===== src/rtl/adc_seq_pkg.sv =====
package adc_seq_pkg;

  typedef enum logic [1:0] {
    OP_SINGLE   = 2'd0,
    OP_SCAN_ON  = 2'd1,
    OP_SCAN_OFF = 2'd2,
    OP_RSVD     = 2'd3
  } adc_op_e;

  localparam logic [1:0] CLKM_PIN   = 2'd0;  // convert on external pin
  localparam logic [1:0] CLKM_WRITE = 2'd2;  // convert on command write
  localparam logic [1:0] REF_SEL    = 2'd2;
  localparam logic [1:0] SCAN_UP    = 2'b01;
  localparam logic [1:0] SCAN_NONE  = 2'b11;
  localparam logic [7:0] AVG_OFF    = 8'h20;

  function automatic logic [7:0] setup_byte(logic [1:0] clkm);
    return {2'b01, clkm, REF_SEL, 2'b00};
  endfunction

  function automatic logic [7:0] conv_byte(logic [3:0] ch, logic [1:0] scan, logic temp);
    return {1'b1, ch, scan, temp};
  endfunction

endpackage


===== src/rtl/adc_spi_byte.sv =====
module adc_spi_byte #(
  parameter int HALF_DIV = 2
) (
  input  logic       clk_i,
  input  logic       rst_ni,
  input  logic       start_i,
  input  logic [7:0] tx_i,
  input  logic       miso_i,
  output logic       sclk_o,
  output logic       mosi_o,
  output logic       busy_o,
  output logic       done_o,
  output logic [7:0] rx_o
);
  localparam int DW = (HALF_DIV > 1) ? $clog2(HALF_DIV) : 1;

  logic [DW-1:0] div_q;
  logic [2:0]    bit_q;
  logic          act_q, sclk_q, done_q;
  logic [7:0]    tx_q, rx_q;
  logic          tick;

  assign tick = (div_q == DW'(HALF_DIV - 1));

  always_ff @(posedge clk_i or negedge rst_ni) begin
    if (!rst_ni) begin
      div_q  <= '0;
      bit_q  <= '0;
      act_q  <= 1'b0;
      sclk_q <= 1'b0;
      done_q <= 1'b0;
      tx_q   <= '0;
      rx_q   <= '0;
    end else begin
      done_q <= 1'b0;
      if (start_i) begin
        act_q  <= 1'b1;
        tx_q   <= tx_i;
        div_q  <= '0;
        bit_q  <= '0;
        sclk_q <= 1'b0;
      end else if (act_q) begin
        if (tick) begin
          div_q <= '0;
          if (!sclk_q) begin
            sclk_q <= 1'b1;
            rx_q   <= {rx_q[6:0], miso_i};
          end else begin
            sclk_q <= 1'b0;
            if (bit_q == 3'd7) begin
              act_q  <= 1'b0;
              done_q <= 1'b1;
            end else begin
              bit_q <= bit_q + 3'd1;
              tx_q  <= {tx_q[6:0], 1'b0};
            end
          end
        end else begin
          div_q <= div_q + DW'(1);
        end
      end
    end
  end

  assign sclk_o = sclk_q;
  assign mosi_o = tx_q[7];
  assign busy_o = act_q;
  assign done_o = done_q;
  assign rx_o   = rx_q;


  start_idle_chk: assert property (@(posedge clk_i) disable iff (!rst_ni)
    start_i |-> !act_q);

endmodule


===== src/rtl/adc_word_fmt.sv =====
module adc_word_fmt #(
  parameter int NUM_CH = 9,
  parameter int CH_W   = 4
) (
  input  logic            clk_i,
  input  logic            rst_ni,
  input  logic            in_valid_i,
  input  logic [15:0]     in_word_i,
  input  logic [CH_W-1:0] in_idx_i,
  output logic            res_valid_o,
  output logic [CH_W-1:0] res_idx_o,
  output logic [15:0]     res_data_o
);
  always_ff @(posedge clk_i or negedge rst_ni) begin
    if (!rst_ni) begin
      res_valid_o <= 1'b0;
      res_idx_o   <= '0;
      res_data_o  <= '0;
    end else begin
      res_valid_o <= in_valid_i;
      if (in_valid_i) begin
        res_idx_o  <= in_idx_i;
        // index 0 is the temperature sensor: 12 bits, no shift
        res_data_o <= (in_idx_i == '0) ? {4'h0, in_word_i[11:0]}
                                       : {6'h00, in_word_i[11:2]};
      end
    end
  end


  idx_range_chk: assert property (@(posedge clk_i) disable iff (!rst_ni)
    res_valid_o |-> (32'(res_idx_o) < NUM_CH));


  top_clear_chk: assert property (@(posedge clk_i) disable iff (!rst_ni)
    res_valid_o |-> (res_data_o[15:12] == 4'h0));

endmodule


===== src/rtl/adc_seq_ctrl.sv =====
module adc_seq_ctrl
  import adc_seq_pkg::*;
#(
  parameter int NUM_CH     = 9,
  parameter int CH_W       = 4,
  parameter int SETTLE_CYC = 1000
) (
  input  logic            clk_i,
  input  logic            rst_ni,
  input  logic            req_start_i,
  input  logic [1:0]      req_op_i,
  input  logic [CH_W-1:0] req_chan_i,
  input  logic            eoc_ni,
  output logic            busy_o,
  output logic            scan_o,
  output logic            err_o,
  output logic            cs_no,
  output logic            spi_start_o,
  output logic [7:0]      spi_tx_o,
  input  logic            spi_busy_i,
  input  logic            spi_done_i,
  input  logic [7:0]      spi_rx_i,
  output logic            word_valid_o,
  output logic [15:0]     word_o,
  output logic [CH_W-1:0] word_idx_o
);
  localparam int RD_W = $clog2(2 * NUM_CH + 1);
  localparam int IX_W = $clog2(NUM_CH + 1);
  localparam int SW   = $clog2(SETTLE_CYC + 1);

  typedef enum logic [2:0] {S_IDLE, S_CS, S_GO, S_WAIT, S_GAP, S_SETTLE} st_e;

  st_e             st_q;
  logic [7:0]      cmd0_q, cmd1_q;
  logic [1:0]      ncmd_q;
  logic            rd_pend_q, reading_q, par_q, scan_q, err_q, cs_q;
  logic [RD_W-1:0] rd_tot_q, rd_left_q;
  logic [IX_W-1:0] widx_q, keep_q;
  logic [CH_W-1:0] base_q;
  logic [7:0]      hi_q;
  logic [SW-1:0]   cnt_q;
  logic [2:0]      eoc_sync_q;
  logic            eoc_fall, chan_ok;

  assign eoc_fall = eoc_sync_q[2] & ~eoc_sync_q[1];
  assign chan_ok  = 32'(req_chan_i) < NUM_CH;

  always_ff @(posedge clk_i or negedge rst_ni) begin
    if (!rst_ni) begin
      st_q       <= S_CS;            // boot: averaging-off frame first
      cmd0_q     <= AVG_OFF;
      cmd1_q     <= '0;
      ncmd_q     <= 2'd1;
      rd_pend_q  <= 1'b0;
      reading_q  <= 1'b0;
      par_q      <= 1'b0;
      scan_q     <= 1'b0;
      err_q      <= 1'b0;
      cs_q       <= 1'b1;
      rd_tot_q   <= '0;
      rd_left_q  <= '0;
      widx_q     <= '0;
      keep_q     <= '0;
      base_q     <= '0;
      hi_q       <= '0;
      cnt_q      <= '0;
      eoc_sync_q <= 3'b111;
    end else begin
      eoc_sync_q <= {eoc_sync_q[1:0], eoc_ni};
      err_q      <= 1'b0;
      unique case (st_q)
        S_IDLE: begin
          if (req_start_i) begin
            unique case (adc_op_e'(req_op_i))
              OP_SINGLE: begin
                if (scan_q || !chan_ok) err_q <= 1'b1;
                else begin
                  cmd0_q    <= setup_byte(CLKM_WRITE);
                  cmd1_q    <= (req_chan_i == '0) ? conv_byte(4'd0, SCAN_NONE, 1'b1)
                                                  : conv_byte(4'(req_chan_i - 1'b1), SCAN_NONE, 1'b0);
                  ncmd_q    <= 2'd2;
                  rd_pend_q <= 1'b1;
                  rd_tot_q  <= (req_chan_i == '0) ? RD_W'(4) : RD_W'(2);
                  keep_q    <= IX_W'(1);
                  base_q    <= req_chan_i;
                  st_q      <= S_CS;
                end
              end
              OP_SCAN_ON: begin
                cmd0_q <= setup_byte(CLKM_PIN);
                cmd1_q <= conv_byte(4'd0, SCAN_UP, 1'b1);
                ncmd_q <= 2'd2;
                scan_q <= 1'b1;
                st_q   <= S_CS;
              end
              OP_SCAN_OFF: begin
                cmd0_q <= setup_byte(CLKM_WRITE);
                ncmd_q <= 2'd1;
                scan_q <= 1'b0;
                st_q   <= S_CS;
              end
              default: err_q <= 1'b1;
            endcase
          end else if (scan_q && eoc_fall) begin
            reading_q <= 1'b1;
            rd_left_q <= RD_W'(2 * NUM_CH);
            keep_q    <= IX_W'(NUM_CH);
            base_q    <= '0;
            widx_q    <= '0;
            par_q     <= 1'b0;
            st_q      <= S_CS;
          end
        end
        S_CS: begin
          cs_q <= 1'b0;
          st_q <= S_GO;
        end
        S_GO: st_q <= S_WAIT;
        S_WAIT: begin
          if (spi_done_i) begin
            if (reading_q) begin
              if (!par_q) hi_q <= spi_rx_i;
              else        widx_q <= widx_q + IX_W'(1);
              par_q     <= ~par_q;
              rd_left_q <= rd_left_q - RD_W'(1);
              if (rd_left_q == RD_W'(1)) begin
                cs_q      <= 1'b1;
                reading_q <= 1'b0;
                st_q      <= S_IDLE;
              end else begin
                st_q <= S_GO;
              end
            end else begin
              cs_q   <= 1'b1;
              cmd0_q <= cmd1_q;
              ncmd_q <= ncmd_q - 2'd1;
              st_q   <= S_GAP;
            end
          end
        end
        S_GAP: begin
          if (ncmd_q != 2'd0) st_q <= S_CS;
          else if (rd_pend_q) begin
            cnt_q <= '0;
            st_q  <= S_SETTLE;
          end else st_q <= S_IDLE;
        end
        S_SETTLE: begin
          cnt_q <= cnt_q + SW'(1);
          if (cnt_q == SW'(SETTLE_CYC - 1)) begin
            rd_pend_q <= 1'b0;
            reading_q <= 1'b1;
            rd_left_q <= rd_tot_q;
            widx_q    <= '0;
            par_q     <= 1'b0;
            st_q      <= S_CS;
          end
        end
        default: st_q <= S_IDLE;
      endcase
    end
  end

  assign busy_o       = (st_q != S_IDLE);
  assign scan_o       = scan_q;
  assign err_o        = err_q;
  assign cs_no        = cs_q;
  assign spi_start_o  = (st_q == S_GO);
  assign spi_tx_o     = reading_q ? 8'h00 : cmd0_q;
  assign word_valid_o = (st_q == S_WAIT) && spi_done_i && reading_q && par_q && (widx_q < keep_q);
  assign word_o       = {hi_q, spi_rx_i};
  assign word_idx_o   = base_q + CH_W'(widx_q);


  start_in_frame_chk: assert property (@(posedge clk_i) disable iff (!rst_ni)
    spi_start_o |-> !cs_q);


  shift_in_frame_chk: assert property (@(posedge clk_i) disable iff (!rst_ni)
    spi_busy_i |-> !cs_q);


  reject_quiet_chk: assert property (@(posedge clk_i) disable iff (!rst_ni)
    err_o |=> cs_q);


  reject_no_word_chk: assert property (@(posedge clk_i) disable iff (!rst_ni)
    err_o |-> !word_valid_o);

endmodule


===== src/rtl/adc_seq_top.sv =====
module adc_seq_top
  import adc_seq_pkg::*;
#(
  parameter int NUM_VIN   = 8,
  parameter int CLK_HZ    = 250_000_000,
  parameter int SCLK_HALF = 4,
  localparam int NUM_CH   = NUM_VIN + 1,
  localparam int CH_W     = $clog2(NUM_CH)
) (
  input  logic            clk_i,
  input  logic            rst_ni,
  input  logic            req_start_i,
  input  logic [1:0]      req_op_i,
  input  logic [CH_W-1:0] req_chan_i,
  input  logic            eoc_ni,
  output logic            busy_o,
  output logic            scan_active_o,
  output logic            err_o,
  output logic            res_valid_o,
  output logic [CH_W-1:0] res_idx_o,
  output logic [15:0]     res_data_o,
  output logic            spi_sclk_o,
  output logic            spi_mosi_o,
  input  logic            spi_miso_i,
  output logic            spi_cs_no
);
  localparam int SETTLE_CYC = (CLK_HZ / 1000 > 0) ? CLK_HZ / 1000 : 1;

  logic            spi_start, spi_busy, spi_done;
  logic [7:0]      spi_tx, spi_rx;
  logic            word_valid;
  logic [15:0]     word;
  logic [CH_W-1:0] word_idx;

  adc_seq_ctrl #(
    .NUM_CH(NUM_CH), .CH_W(CH_W), .SETTLE_CYC(SETTLE_CYC)
  ) u_ctrl (
    .clk_i, .rst_ni, .req_start_i, .req_op_i, .req_chan_i, .eoc_ni,
    .busy_o, .scan_o(scan_active_o), .err_o, .cs_no(spi_cs_no),
    .spi_start_o(spi_start), .spi_tx_o(spi_tx), .spi_busy_i(spi_busy),
    .spi_done_i(spi_done), .spi_rx_i(spi_rx),
    .word_valid_o(word_valid), .word_o(word), .word_idx_o(word_idx)
  );

  adc_spi_byte #(.HALF_DIV(SCLK_HALF)) u_spi (
    .clk_i, .rst_ni, .start_i(spi_start), .tx_i(spi_tx), .miso_i(spi_miso_i),
    .sclk_o(spi_sclk_o), .mosi_o(spi_mosi_o), .busy_o(spi_busy),
    .done_o(spi_done), .rx_o(spi_rx)
  );

  adc_word_fmt #(.NUM_CH(NUM_CH), .CH_W(CH_W)) u_fmt (
    .clk_i, .rst_ni, .in_valid_i(word_valid), .in_word_i(word), .in_idx_i(word_idx),
    .res_valid_o, .res_idx_o, .res_data_o
  );

endmodule


===== config.mk =====
export PLATFORM = sky130hd
export DESIGN_NAME = adc_seq_top
export DESIGN_NICKNAME = d
export VERILOG_FILES = /design/src/rtl/adc_seq_pkg.sv /design/src/rtl/adc_spi_byte.sv /design/src/rtl/adc_word_fmt.sv /design/src/rtl/adc_seq_ctrl.sv /design/src/rtl/adc_seq_top.sv
export SDC_FILE = /design/constraint.sdc
export NUM_CORES = 1
export LEC_CHECK = 0
export ABC_AREA = 1
export BUFFER_PORTS_ARGS = -buffer_cell sky130_fd_sc_hd__buf_2
export CORE_ASPECT_RATIO = 0.8
export CORE_MARGIN = 2
export CORE_UTILIZATION = 50
export CTS_BUF_LIST = sky130_fd_sc_hd__clkbuf_16
export DETAILED_ROUTE_END_ITERATION = 8
export PLACE_DENSITY = 0.68
export SETUP_SLACK_MARGIN = 0.05
export SYNTH_ARGS = -nofsm -noshare
export SYNTH_HDL_FRONTEND = slang
export SYNTH_HIERARCHICAL = 1
export SYNTH_SLANG_ARGS = --single-unit

===== constraint.sdc =====
create_clock -name clk_i -period 2.3 [get_ports clk_i]
set_input_delay 0.46 -clock clk_i [delete_from_list [all_inputs] [get_ports clk_i]]
set_output_delay 0.46 -clock clk_i [all_outputs]
set_load 0.03 [all_outputs]

==> flow_metrics.tcl <==
set metrics [dict create \
    p_per_area_nw_per_um2 1190 \
    max_stage_delay_ps 440 \
    antenna_found_initial 0 \
    cp_slowest_cell "dfrtp_1" \
    startpoint_type "flop" \
    rsz0062_at_grt "no" \
    rr_worst_depth 8 \
    nets 780 \
    initial_utilization 0.5117 \
    std_cell_rows 35 \
    gp_congestion 0.9205 \
    r2r_slack_ps 260 \
    syn_inst 719 \
    drc 0 \
    min_period_ps 2044 \
    drv_cap 0 \
    drv_slew 0 \
    skew_ps 9.100 \
    finalCritPeriodShare 0.8888 \
    p_leak_nw 3.423 \
    r2r_end "u_fmt/res_data_o[4]" \
    dp_hpwl_um 9555 \
    cts_setup_buffers 0 \
    crit_chain "ha_1, fa_1, xor2_1, nor2_1, nand2_1, nand2_1, nand3_1, nand2_1" \
    grt_pass1_vias 4521 \
    ctsRootBufferMaster "clkbuf_16" \
    fin_hold_ws_ps 55.41 \
    vias 4847 \
    die_x_um 125.4 \
    cts-buffers-inserted 9 \
    clock_sinks 108 \
    wl_per_cell_um 14.14 \
    crit_arrival_ps 2290 \
    routed_wl_um 12780 \
    antenna_left 0 \
    die_area_um2 12680 \
    setup_viol 0 \
    cts_tree "yes" \
    grt_max_degree 46 \
    reg2reg_from "u_ctrl/widx_q[0]" \
    worst-path-max-fanout 12 \
    gr-total-overflow 0 \
    ir_drop_mv 0.5323 \
    core_area_um2 11520 \
    hold_violations 0 \
    nFillCells 1063 \
    cp.required_ps 2540 \
    holdBufCountCts 0 \
    io_buffers 33 \
    fin_area_um2 6479 \
    crit_top_cell "nand2_1" \
    clock_path_buffers 2 \
    htree_levels 3 \
    clock_latency_ps 350 \
    yosysWarningCount 6 \
    total_power_mw 7.709 \
    syn-cell-area_um2 5893 \
    cts.repair.resized 0 \
    worstSetupPathType "flop to flop" \
    drt_iter0_drc 419 \
    dp_cells 888 \
    avgSynthCellArea_um2 8.196 \
    antenna_cells 0 \
    placed_cell_area_um2 6165 \
    stdcell_count 904 \
    finalSetupTns_ps 0 \
    viasPerCell 5.362 \
    grt_pass1_wl_um 21750 \
    cp-end-kind "flop" \
    hold_class "input port to async pin" \
    area_growth_pct 9.936 \
    status "complete, no violations" \
    grt_usage 0.2130 \
    die_h_um 101.1 \
    io_pins 38 \
    fmax_ghz 0.4892 \
    clk_pin_slew_ps 70 \
    drive_gt1_frac 0.1680 \
    dr.pass1.iters 5 \
]
## critical path: cells and delay by family (launching register included)
family                   cells  cell delay [ps]
flip-flops                   1              440
XOR/XNOR                     1              180
adder cells (fa/ha/maj)      2              650
AND/OR/NAND/NOR              5              660
## stage by stage
step	setup slack, ps	utilization
after floorplan	546.8	-
after global placement	357.7	0.5353
after detailed placement	280.9	0.5353
after CTS	258.5	0.5625
after global routing	99.66	0.5625
final	255.8	0.5625
## how the worst max path moves through the flow
stage	end	depth (start not counted)	startpoint	slack (ps)
2_1_floorplan	u_fmt/res_data_o[4]	8	u_ctrl/widx_q[0]	550
3_3_place_gp	u_ctrl/cmd0_q[3]	10	req_chan_i[0]	360
3_5_place_dp	u_fmt/res_data_o[4]	8	u_ctrl/widx_q[0]	280
4_1_cts	u_fmt/res_data_o[4]	8	u_ctrl/widx_q[0]	260
5_1_grt	u_fmt/res_data_o[4]	9	u_ctrl/widx_q[2]	100
6_report	u_fmt/res_data_o[4]	8	u_ctrl/widx_q[0]	260
## state kept, by name, summed over array words and instances (netlist names), 3 cells and up
register and count:
u_ctrl/cmd1_q 7, u_fmt/res_idx_o 4, u_ctrl/eoc_sync_q 3, u_spi/rx_o 8, u_ctrl/cmd0_q 7, u_ctrl/rd_left_q 5, u_spi/tx_q 8, u_ctrl/hi_q 4
u_ctrl/base_q 4, u_fmt/res_data_o 12, u_spi/bit_q 3, u_ctrl/cnt_q 18, u_ctrl/widx_q 4, u_ctrl/st_q 3
## cell usage in the layout (no fill, tap or decap), types with 6 or more instances in the layout
master	n
nand2_1	212
ha_1	17
xor2_1	8
nand3_1	79
o21ai_0	24
nor2_1	57
buf_2	32
inv_1	70
dfrtp_1	101
clkbuf_16	9
o21ai_1	6
a21oi_1	17
nor2_2	7
nand4_1	9
buf_4	15
nand3_2	11
o21ai_2	8
xnor2_1	6
dfstp_2	7
## routing by layer
metal	vias to the layer above	track usage	wire length (um)
met5	-	0	0
met4	0	0.05385	191
met3	19	0.04299	679
met2	141	0.3324	5628
met1	2334	0.3091	6282
li1	2353	-	-
## area by class of cell
type                    count  area, um^2  area share
well taps                 148       185.2     0.02858
repair buffers             48       292.8     0.04519
inverters                  77       299.0     0.04616
multi-input cells         507        2676      0.4131
clock inverters             7       88.84     0.01371
clock buffers               9       225.2     0.03476
flip-flops and latches    108        2711      0.4185
## where the power goes
group	switching (mW)	internal [mW]	leakage, nW
Clock	0.706	0.952	0.157
Combinational	2.15	1.09	1.85
Sequential	0.415	2.40	1.42
Total	3.27	4.44	3.42
No activity file was read; power rests on OpenSTA's default activity.
